<file path="config.mk">
export PLATFORM = sky130hd
export DESIGN_NAME = pinmux_ctrl
export DESIGN_NICKNAME = d
export VERILOG_FILES = /design/src/rtl/pinmux_pkg.sv /design/src/rtl/pinmux_regs.sv /design/src/rtl/pinmux_rdmux.sv /design/src/rtl/pinmux_pad.sv /design/src/rtl/pinmux_ctrl.sv
export SDC_FILE = /design/constraint.sdc
export NUM_CORES = 1
export LEC_CHECK = 0
export CAP_MARGIN = 10
export CORE_AREA = 3 3 235 237
export DETAILED_ROUTE_END_ITERATION = 10
export DIE_AREA = 0 0 238 240
export PLACE_DENSITY = 0.83
export SLEW_MARGIN = 10
export SYNTH_ARGS = -nofsm -noshare
export SYNTH_HDL_FRONTEND = slang
export SYNTH_SLANG_ARGS = --single-unit
</file>
<file path="constraint.sdc">
create_clock -name clk -period 4.1 [get_ports clk]
set_input_delay 1.23 -clock clk [delete_from_list [all_inputs] [get_ports clk]]
set_output_delay 1.23 -clock clk [all_outputs]
set_load 0.05 [all_outputs]
</file>
<file path="src/rtl/pinmux_pkg.sv">
package pinmux_pkg;

    localparam int BANK_PINS = 32;
    localparam int FUNC_W    = 2;

    typedef enum logic [2:0] {
        KIND_FUNC_LO = 3'd0,
        KIND_FUNC_HI = 3'd1,
        KIND_DIR     = 3'd2,
        KIND_SLP_LVL = 3'd3,
        KIND_SLP_DIR = 3'd4
    } reg_kind_e;

endpackage

</file>
<file path="src/rtl/pinmux_regs.sv">
module pinmux_regs
    import pinmux_pkg::*;
#(
    parameter int NUM_BANKS = 3,
    parameter int PAD_PINS  = 96,
    parameter int ADDR_W    = 5,
    parameter logic [PAD_PINS-1:0]   IMPL_MASK = '1,
    parameter logic [PAD_PINS-1:0]   INV_MASK  = '0,
    parameter logic [2*PAD_PINS-1:0] FUNC_MASK = '1,
    parameter logic [2*PAD_PINS-1:0] FUNC_RST  = '0
) (
    input  logic                  clk,
    input  logic                  rst_n,
    input  logic                  wr,
    input  logic                  rd,
    input  logic [ADDR_W-1:0]     addr,
    input  logic [31:0]           wdata,
    input  logic [31:0]           rd_word,
    output logic [2*PAD_PINS-1:0] func_q,
    output logic [PAD_PINS-1:0]   dir_q,
    output logic [PAD_PINS-1:0]   slvl_q,
    output logic [PAD_PINS-1:0]   sdir_q,
    output logic [31:0]           rdata_q
);

    typedef struct packed {
        logic [2*PAD_PINS-1:0] func;
        logic [PAD_PINS-1:0]   dir;
        logic [PAD_PINS-1:0]   slvl;
        logic [PAD_PINS-1:0]   sdir;
        logic [31:0]           rdata;
    } regs_t;

    localparam regs_t RST_VAL = '{
        func:  FUNC_RST,
        dir:   INV_MASK,
        slvl:  '0,
        sdir:  INV_MASK,
        rdata: '0
    };

    regs_t regs_d, regs_q;

    always_comb begin
        int b;
        regs_d = regs_q;
        b = int'(addr[ADDR_W-1:3]);
        if (wr && b < NUM_BANKS) begin
            case (addr[2:0])
                KIND_FUNC_LO: regs_d.func[b*64 +: 32]      = wdata;
                KIND_FUNC_HI: regs_d.func[b*64 + 32 +: 32] = wdata;
                KIND_DIR:     regs_d.dir[b*32 +: 32]       = wdata;
                KIND_SLP_LVL: regs_d.slvl[b*32 +: 32]      = wdata;
                KIND_SLP_DIR: regs_d.sdir[b*32 +: 32]      = wdata;
                default: ;
            endcase
        end
        regs_d.func = regs_d.func & FUNC_MASK;
        regs_d.dir  = regs_d.dir  & IMPL_MASK;
        regs_d.slvl = regs_d.slvl & IMPL_MASK;
        regs_d.sdir = regs_d.sdir & IMPL_MASK;
        if (rd) regs_d.rdata = rd_word;
    end

    always_ff @(posedge clk) begin
        if (!rst_n) regs_q <= RST_VAL;
        else        regs_q <= regs_d;
    end

    assign func_q  = regs_q.func;
    assign dir_q   = regs_q.dir;
    assign slvl_q  = regs_q.slvl;
    assign sdir_q  = regs_q.sdir;
    assign rdata_q = regs_q.rdata;

endmodule

</file>
<file path="src/rtl/pinmux_rdmux.sv">
module pinmux_rdmux
    import pinmux_pkg::*;
#(
    parameter int NUM_BANKS = 3,
    parameter int PAD_PINS  = 96,
    parameter int ADDR_W    = 5
) (
    input  logic [ADDR_W-1:0]     addr,
    input  logic [2*PAD_PINS-1:0] func_q,
    input  logic [PAD_PINS-1:0]   dir_q,
    input  logic [PAD_PINS-1:0]   slvl_q,
    input  logic [PAD_PINS-1:0]   sdir_q,
    output logic [31:0]           word
);

    always_comb begin
        int b;
        word = '0;
        b = int'(addr[ADDR_W-1:3]);
        if (b < NUM_BANKS) begin
            case (addr[2:0])
                KIND_FUNC_LO: word = func_q[b*64 +: 32];
                KIND_FUNC_HI: word = func_q[b*64 + 32 +: 32];
                KIND_DIR:     word = dir_q[b*32 +: 32];
                KIND_SLP_LVL: word = slvl_q[b*32 +: 32];
                KIND_SLP_DIR: word = sdir_q[b*32 +: 32];
                default:      word = '0;
            endcase
        end
    end

endmodule

</file>
<file path="src/rtl/pinmux_pad.sv">
module pinmux_pad
    import pinmux_pkg::*;
#(
    parameter int NUM_PINS = 90,
    parameter logic [NUM_PINS-1:0] INV_MASK = '0
) (
    input  logic                  sleep_mode,
    input  logic [2*NUM_PINS-1:0] func_q,
    input  logic [NUM_PINS-1:0]   dir_q,
    input  logic [NUM_PINS-1:0]   slvl_q,
    input  logic [NUM_PINS-1:0]   sdir_q,
    input  logic [NUM_PINS-1:0]   gpio_dout,
    output logic [NUM_PINS-1:0]   pad_oe,
    output logic [NUM_PINS-1:0]   pad_out,
    output logic [2*NUM_PINS-1:0] func_sel,
    output logic [NUM_PINS-1:0]   pin_is_gpio
);

    for (genvar i = 0; i < NUM_PINS; i++) begin : g_pin
        localparam logic       REV      = INV_MASK[i];
        localparam logic [1:0] GPIO_CODE = REV ? 2'd1 : 2'd0;
        logic run_oe, slp_oe;
        assign run_oe         = dir_q[i]  ^ REV;
        assign slp_oe         = sdir_q[i] ^ REV;
        assign pad_oe[i]      = sleep_mode ? slp_oe    : run_oe;
        assign pad_out[i]     = sleep_mode ? slvl_q[i] : gpio_dout[i];
        assign func_sel[2*i +: FUNC_W] = func_q[2*i +: FUNC_W];
        assign pin_is_gpio[i] = (func_q[2*i +: FUNC_W] == GPIO_CODE);
    end

endmodule

</file>
<file path="src/rtl/pinmux_ctrl.sv">
module pinmux_ctrl
    import pinmux_pkg::*;
#(
    parameter int NUM_PINS  = 90,
    parameter int INV_FIRST = 86,
    parameter int INV_LAST  = 89,
    localparam int NUM_BANKS = (NUM_PINS + BANK_PINS - 1) / BANK_PINS,
    localparam int BANK_W    = (NUM_BANKS > 1) ? $clog2(NUM_BANKS) : 1,
    localparam int ADDR_W    = BANK_W + 3
) (
    input  logic                  clk,
    input  logic                  rst_n,
    input  logic                  bus_wr,
    input  logic                  bus_rd,
    input  logic [ADDR_W-1:0]     bus_addr,
    input  logic [31:0]           bus_wdata,
    output logic [31:0]           bus_rdata,
    input  logic                  sleep_mode,
    input  logic [NUM_PINS-1:0]   gpio_dout,
    output logic [NUM_PINS-1:0]   pad_oe,
    output logic [NUM_PINS-1:0]   pad_out,
    output logic [2*NUM_PINS-1:0] func_sel,
    output logic [NUM_PINS-1:0]   pin_is_gpio
);

    localparam int PAD_PINS = NUM_BANKS * BANK_PINS;

    function automatic logic [PAD_PINS-1:0] mk_impl();
        logic [PAD_PINS-1:0] m;
        for (int i = 0; i < PAD_PINS; i++) m[i] = (i < NUM_PINS);
        return m;
    endfunction

    function automatic logic [PAD_PINS-1:0] mk_inv();
        logic [PAD_PINS-1:0] m;
        for (int i = 0; i < PAD_PINS; i++)
            m[i] = (i >= INV_FIRST) && (i <= INV_LAST) && (i < NUM_PINS);
        return m;
    endfunction

    localparam logic [PAD_PINS-1:0] IMPL_MASK = mk_impl();
    localparam logic [PAD_PINS-1:0] INV_MASK  = mk_inv();

    function automatic logic [2*PAD_PINS-1:0] mk_func_mask();
        logic [2*PAD_PINS-1:0] m;
        for (int i = 0; i < PAD_PINS; i++) m[2*i +: 2] = {2{IMPL_MASK[i]}};
        return m;
    endfunction

    function automatic logic [2*PAD_PINS-1:0] mk_func_rst();
        logic [2*PAD_PINS-1:0] m;
        for (int i = 0; i < PAD_PINS; i++) m[2*i +: 2] = {1'b0, INV_MASK[i]};
        return m;
    endfunction

    localparam logic [2*PAD_PINS-1:0] FUNC_MASK = mk_func_mask();
    localparam logic [2*PAD_PINS-1:0] FUNC_RST  = mk_func_rst();

    logic [2*PAD_PINS-1:0] func_q;
    logic [PAD_PINS-1:0]   dir_q, slvl_q, sdir_q;
    logic [31:0]           rd_word;

    pinmux_regs #(
        .NUM_BANKS(NUM_BANKS), .PAD_PINS(PAD_PINS), .ADDR_W(ADDR_W),
        .IMPL_MASK(IMPL_MASK), .INV_MASK(INV_MASK),
        .FUNC_MASK(FUNC_MASK), .FUNC_RST(FUNC_RST)
    ) u_regs (
        .clk(clk), .rst_n(rst_n), .wr(bus_wr), .rd(bus_rd),
        .addr(bus_addr), .wdata(bus_wdata), .rd_word(rd_word),
        .func_q(func_q), .dir_q(dir_q), .slvl_q(slvl_q), .sdir_q(sdir_q),
        .rdata_q(bus_rdata)
    );

    pinmux_rdmux #(
        .NUM_BANKS(NUM_BANKS), .PAD_PINS(PAD_PINS), .ADDR_W(ADDR_W)
    ) u_rdmux (
        .addr(bus_addr), .func_q(func_q), .dir_q(dir_q),
        .slvl_q(slvl_q), .sdir_q(sdir_q), .word(rd_word)
    );

    pinmux_pad #(
        .NUM_PINS(NUM_PINS), .INV_MASK(INV_MASK[NUM_PINS-1:0])
    ) u_pad (
        .sleep_mode(sleep_mode),
        .func_q(func_q[2*NUM_PINS-1:0]),
        .dir_q(dir_q[NUM_PINS-1:0]),
        .slvl_q(slvl_q[NUM_PINS-1:0]),
        .sdir_q(sdir_q[NUM_PINS-1:0]),
        .gpio_dout(gpio_dout),
        .pad_oe(pad_oe), .pad_out(pad_out),
        .func_sel(func_sel), .pin_is_gpio(pin_is_gpio)
    );

endmodule

</file>
==> flow_summary.json <==
{
  "cts.path.max_buffers": 3,
  "gp_congestion": 0.9757,
  "clock.fmax_mhz": 260.8,
  "ys_ff_latch": 482,
  "coreArea_um2": 53500,
  "async_reset_ff_frac": 0,
  "via_per_inst": 6.478,
  "maxCapViolations": 0,
  "rsz0062_at_grt": "no",
  "final_cell_mix": "dfxtp_1 (482), clkdlybuf4s50_1 (427), nand2_1 (346)",
  "synth_edf_count": 0,
  "layout-drive-gt1-share": 0.1743,
  "drtPass1Iterations": 6,
  "grt-ovfl-total": 0,
  "holdWs_ps": 478.6,
  "ys_seq_area_frac": 0.3844,
  "root_buffer": "clkbuf_16",
  "route.detailed.drc": 0,
  "io_buffers": 613,
  "min_period_ps": 3835,
  "nNetsFinal": 3470,
  "slew_viol_final": 0,
  "critPathKind": "in -> out",
  "grt_pass1_wl_um": 162300,
  "ir_drop_mv": 0.2928,
  "pin_count": 614,
  "wl_per_cell_um": 27.62,
  "clkTransAtPathRegs_ps": 60,
  "area_delta_synth_final_pct": 32.04,
  "outcome": "finished, final reports clean",
  "die_area_um2": 57120,
  "postSynthCellCount": 2899,
  "h-tree-depth": 2,
  "cts_buffers": 52,
  "power_density_nw_per_um2": 328.4,
  "power.leakage_nw": 11.62,
  "grt_max_degree": 229,
  "die_h_um": 240,
  "relSlewSlack": 0.3170,
  "hp-class": "reg -> reg",
  "setup-tns-final_ps": 0,
  "setup_viol": 0,
  "grt_usage": 0.3719,
  "dp_hpwl_um": 78120,
  "synthesis.area_um2": 25100,
  "die_x_um": 238,
  "wl_met2_um": 52220,
  "timing_worst_slew_pin_value_ps": 1024,
  "avgSynthCellArea_um2": 8.659,
  "drt_iter0_drc": 3315,
  "clk-insertion-delay-late_ps": 600,
  "yosys_warnings": 0,
  "final_common_cell": "dfxtp_1",
  "wl_met3_um": 11870,
  "ys.flop_type": "dfxtp_1",
  "post-route-period-util": 0.9354,
  "top_layer_used": "met5",
  "crit_path_max_fanout": 33,
  "cts_tree": "built",
  "antenna_found_initial": 8,
  "fill_cells": 4513,
  "ctsHoldBuffers": 0,
  "rows": 85,
  "cp_data_required_time_ps": 2870,
  "m1WireLength_um": 40130,
  "ctsResizeCount": 0,
  "cts_setup_buffers": 0,
  "postRouteAntennaNets": 0,
  "clkSinkCount": 482,
  "critPathCaptureType": "output pin",
  "clock-skew-final_ps": 15.33,
  "startpoint_type": "primary input",
  "syn-num-nets": 3037,
  "start_util": 0.4693,
  "hold_viol_final": 0,
  "grt_pass1_vias": 24819,
  "wirelength_um": 112500,
  "cp.arrival_ps": 2610,
  "vias": 26393,
  "synth_cell_types": 61
}
## worst max-delay path, cell delays in order
cell and delay, ps:
clkbuf_8 390, buf_12 280, mux2i_1 450, buf_12 200
## sequential cells by signal, summed over array words and instances (netlist names)
signal          cells
u_regs.slvl_q      90
u_regs.sdir_q      90
u_regs.func_q     180
u_regs.dir_q       90
u_regs.rdata_q     32
## synthesized netlist by cell type, drive strengths merged (3+ instances only)
library cell,number,area share
dfxtp,482,0.38
nand2,346,0.052
nand3,343,0.069
a21boi,319,0.095
clkbuf,218,0.033
mux2,181,0.081
nor2b,147,0.037
a32oi,142,0.050
buf,110,0.024
mux2i,110,0.044
nor2,100,0.015
o22ai,43,0.011
or3,42,0.010
o21ai,39,0.0078
a21oi,32,0.0064
nor3b,29,0.0098
o221ai,23,0.0080
a22oi,21,0.0063
o21a,20,0.0060
o221a,20,0.0090
a221oi,14,0.0049
and3,13,0.0032
o211ai,12,0.0036
a211oi,9,0.0031
nand2b,8,0.0020
a221o,7,0.0028
nor4bb,7,0.0028
and2,6,0.0015
ha,6,0.0030
inv,5,0.00075
a2111oi,4,0.0016
a2bb2oi,4,0.0014
a311o,4,0.0016
a32o,4,0.0016
a2111o,3,0.0013
nand3b,3,0.00090
or3b,3,0.0010
## layout make-up
type                       instances  area (um2)  share of cell area
sequential                       482        9649              0.2911
multi-input combinational       2082       14060              0.4242
clock buffer                      77        1577             0.04756
clock inverter                    18       150.1            0.004530
antenna                            5       12.51           0.0003775
inverter                           7       26.28           0.0007927
timing repair buffer             707        6799              0.2051
tap                              696       870.8             0.02627
## path summary, 6_finish.rpt
check,startpoint,to,slack (ps),depth (start not counted)
worst min register to register,u_regs.dir_q[85]$_SDFFE_PN0P_,u_regs.dir_q[85]$_SDFFE_PN0P_,480,2
worst min-delay path,u_regs.dir_q[85]$_SDFFE_PN0P_,u_regs.dir_q[85]$_SDFFE_PN0P_,480,2
worst max register to register,u_regs.func_q[35]$_SDFFE_PN0P_,u_regs.rdata_q[3]$_SDFFE_PN0P_,2350,4
worst max-delay path,sleep_mode,pad_oe[88],260,4
## where the power goes
part	switching [mW]	internal (mW)	total [mW]
clock network	2.04	2.78	4.81
registers	0.0158	4.70	4.71
logic	0.866	0.495	1.36
## cell families (layout without fill, tap and decap cells)
logic type               Yosys count  count (layout)  synth area share
buffers and inverters            335             809           0.05717
multiplexers                     291             291            0.1251
flip-flops                       482             482            0.3844
adder cells (fa/ha/maj)            6               6          0.002991
other                              0               5                 0
AND/OR/NAND/NOR                 1058            1058            0.2071
AO/OA/AOI/OAI                    727             727            0.2232
## metal layers
| layer | global-route usage | vias up |
|---|---|---|
| met5 | 0 | - |
| met4 | 0.2445 | 6 |
| met3 | 0.07949 | 422 |
| met2 | 0.6110 | 1873 |
| met1 | 0.4416 | 12682 |
| li1 | - | 11410 |
## stage by stage
stage	area [um2]	power, mW	std cells	worst slack (ps)	utilization
finish	33150	10.89	4074	264.9	0.6196
global route	33150	11.12	4074	292.8	0.6196
CTS	33130	10.86	4069	361.9	0.6194
detailed placement	31410	6.147	3974	374.4	0.5871
global placement	31410	6.139	3974	403.3	0.5871
floorplan	25100	5.625	2899	65.57	-
(Power assumes the default switching activity.)
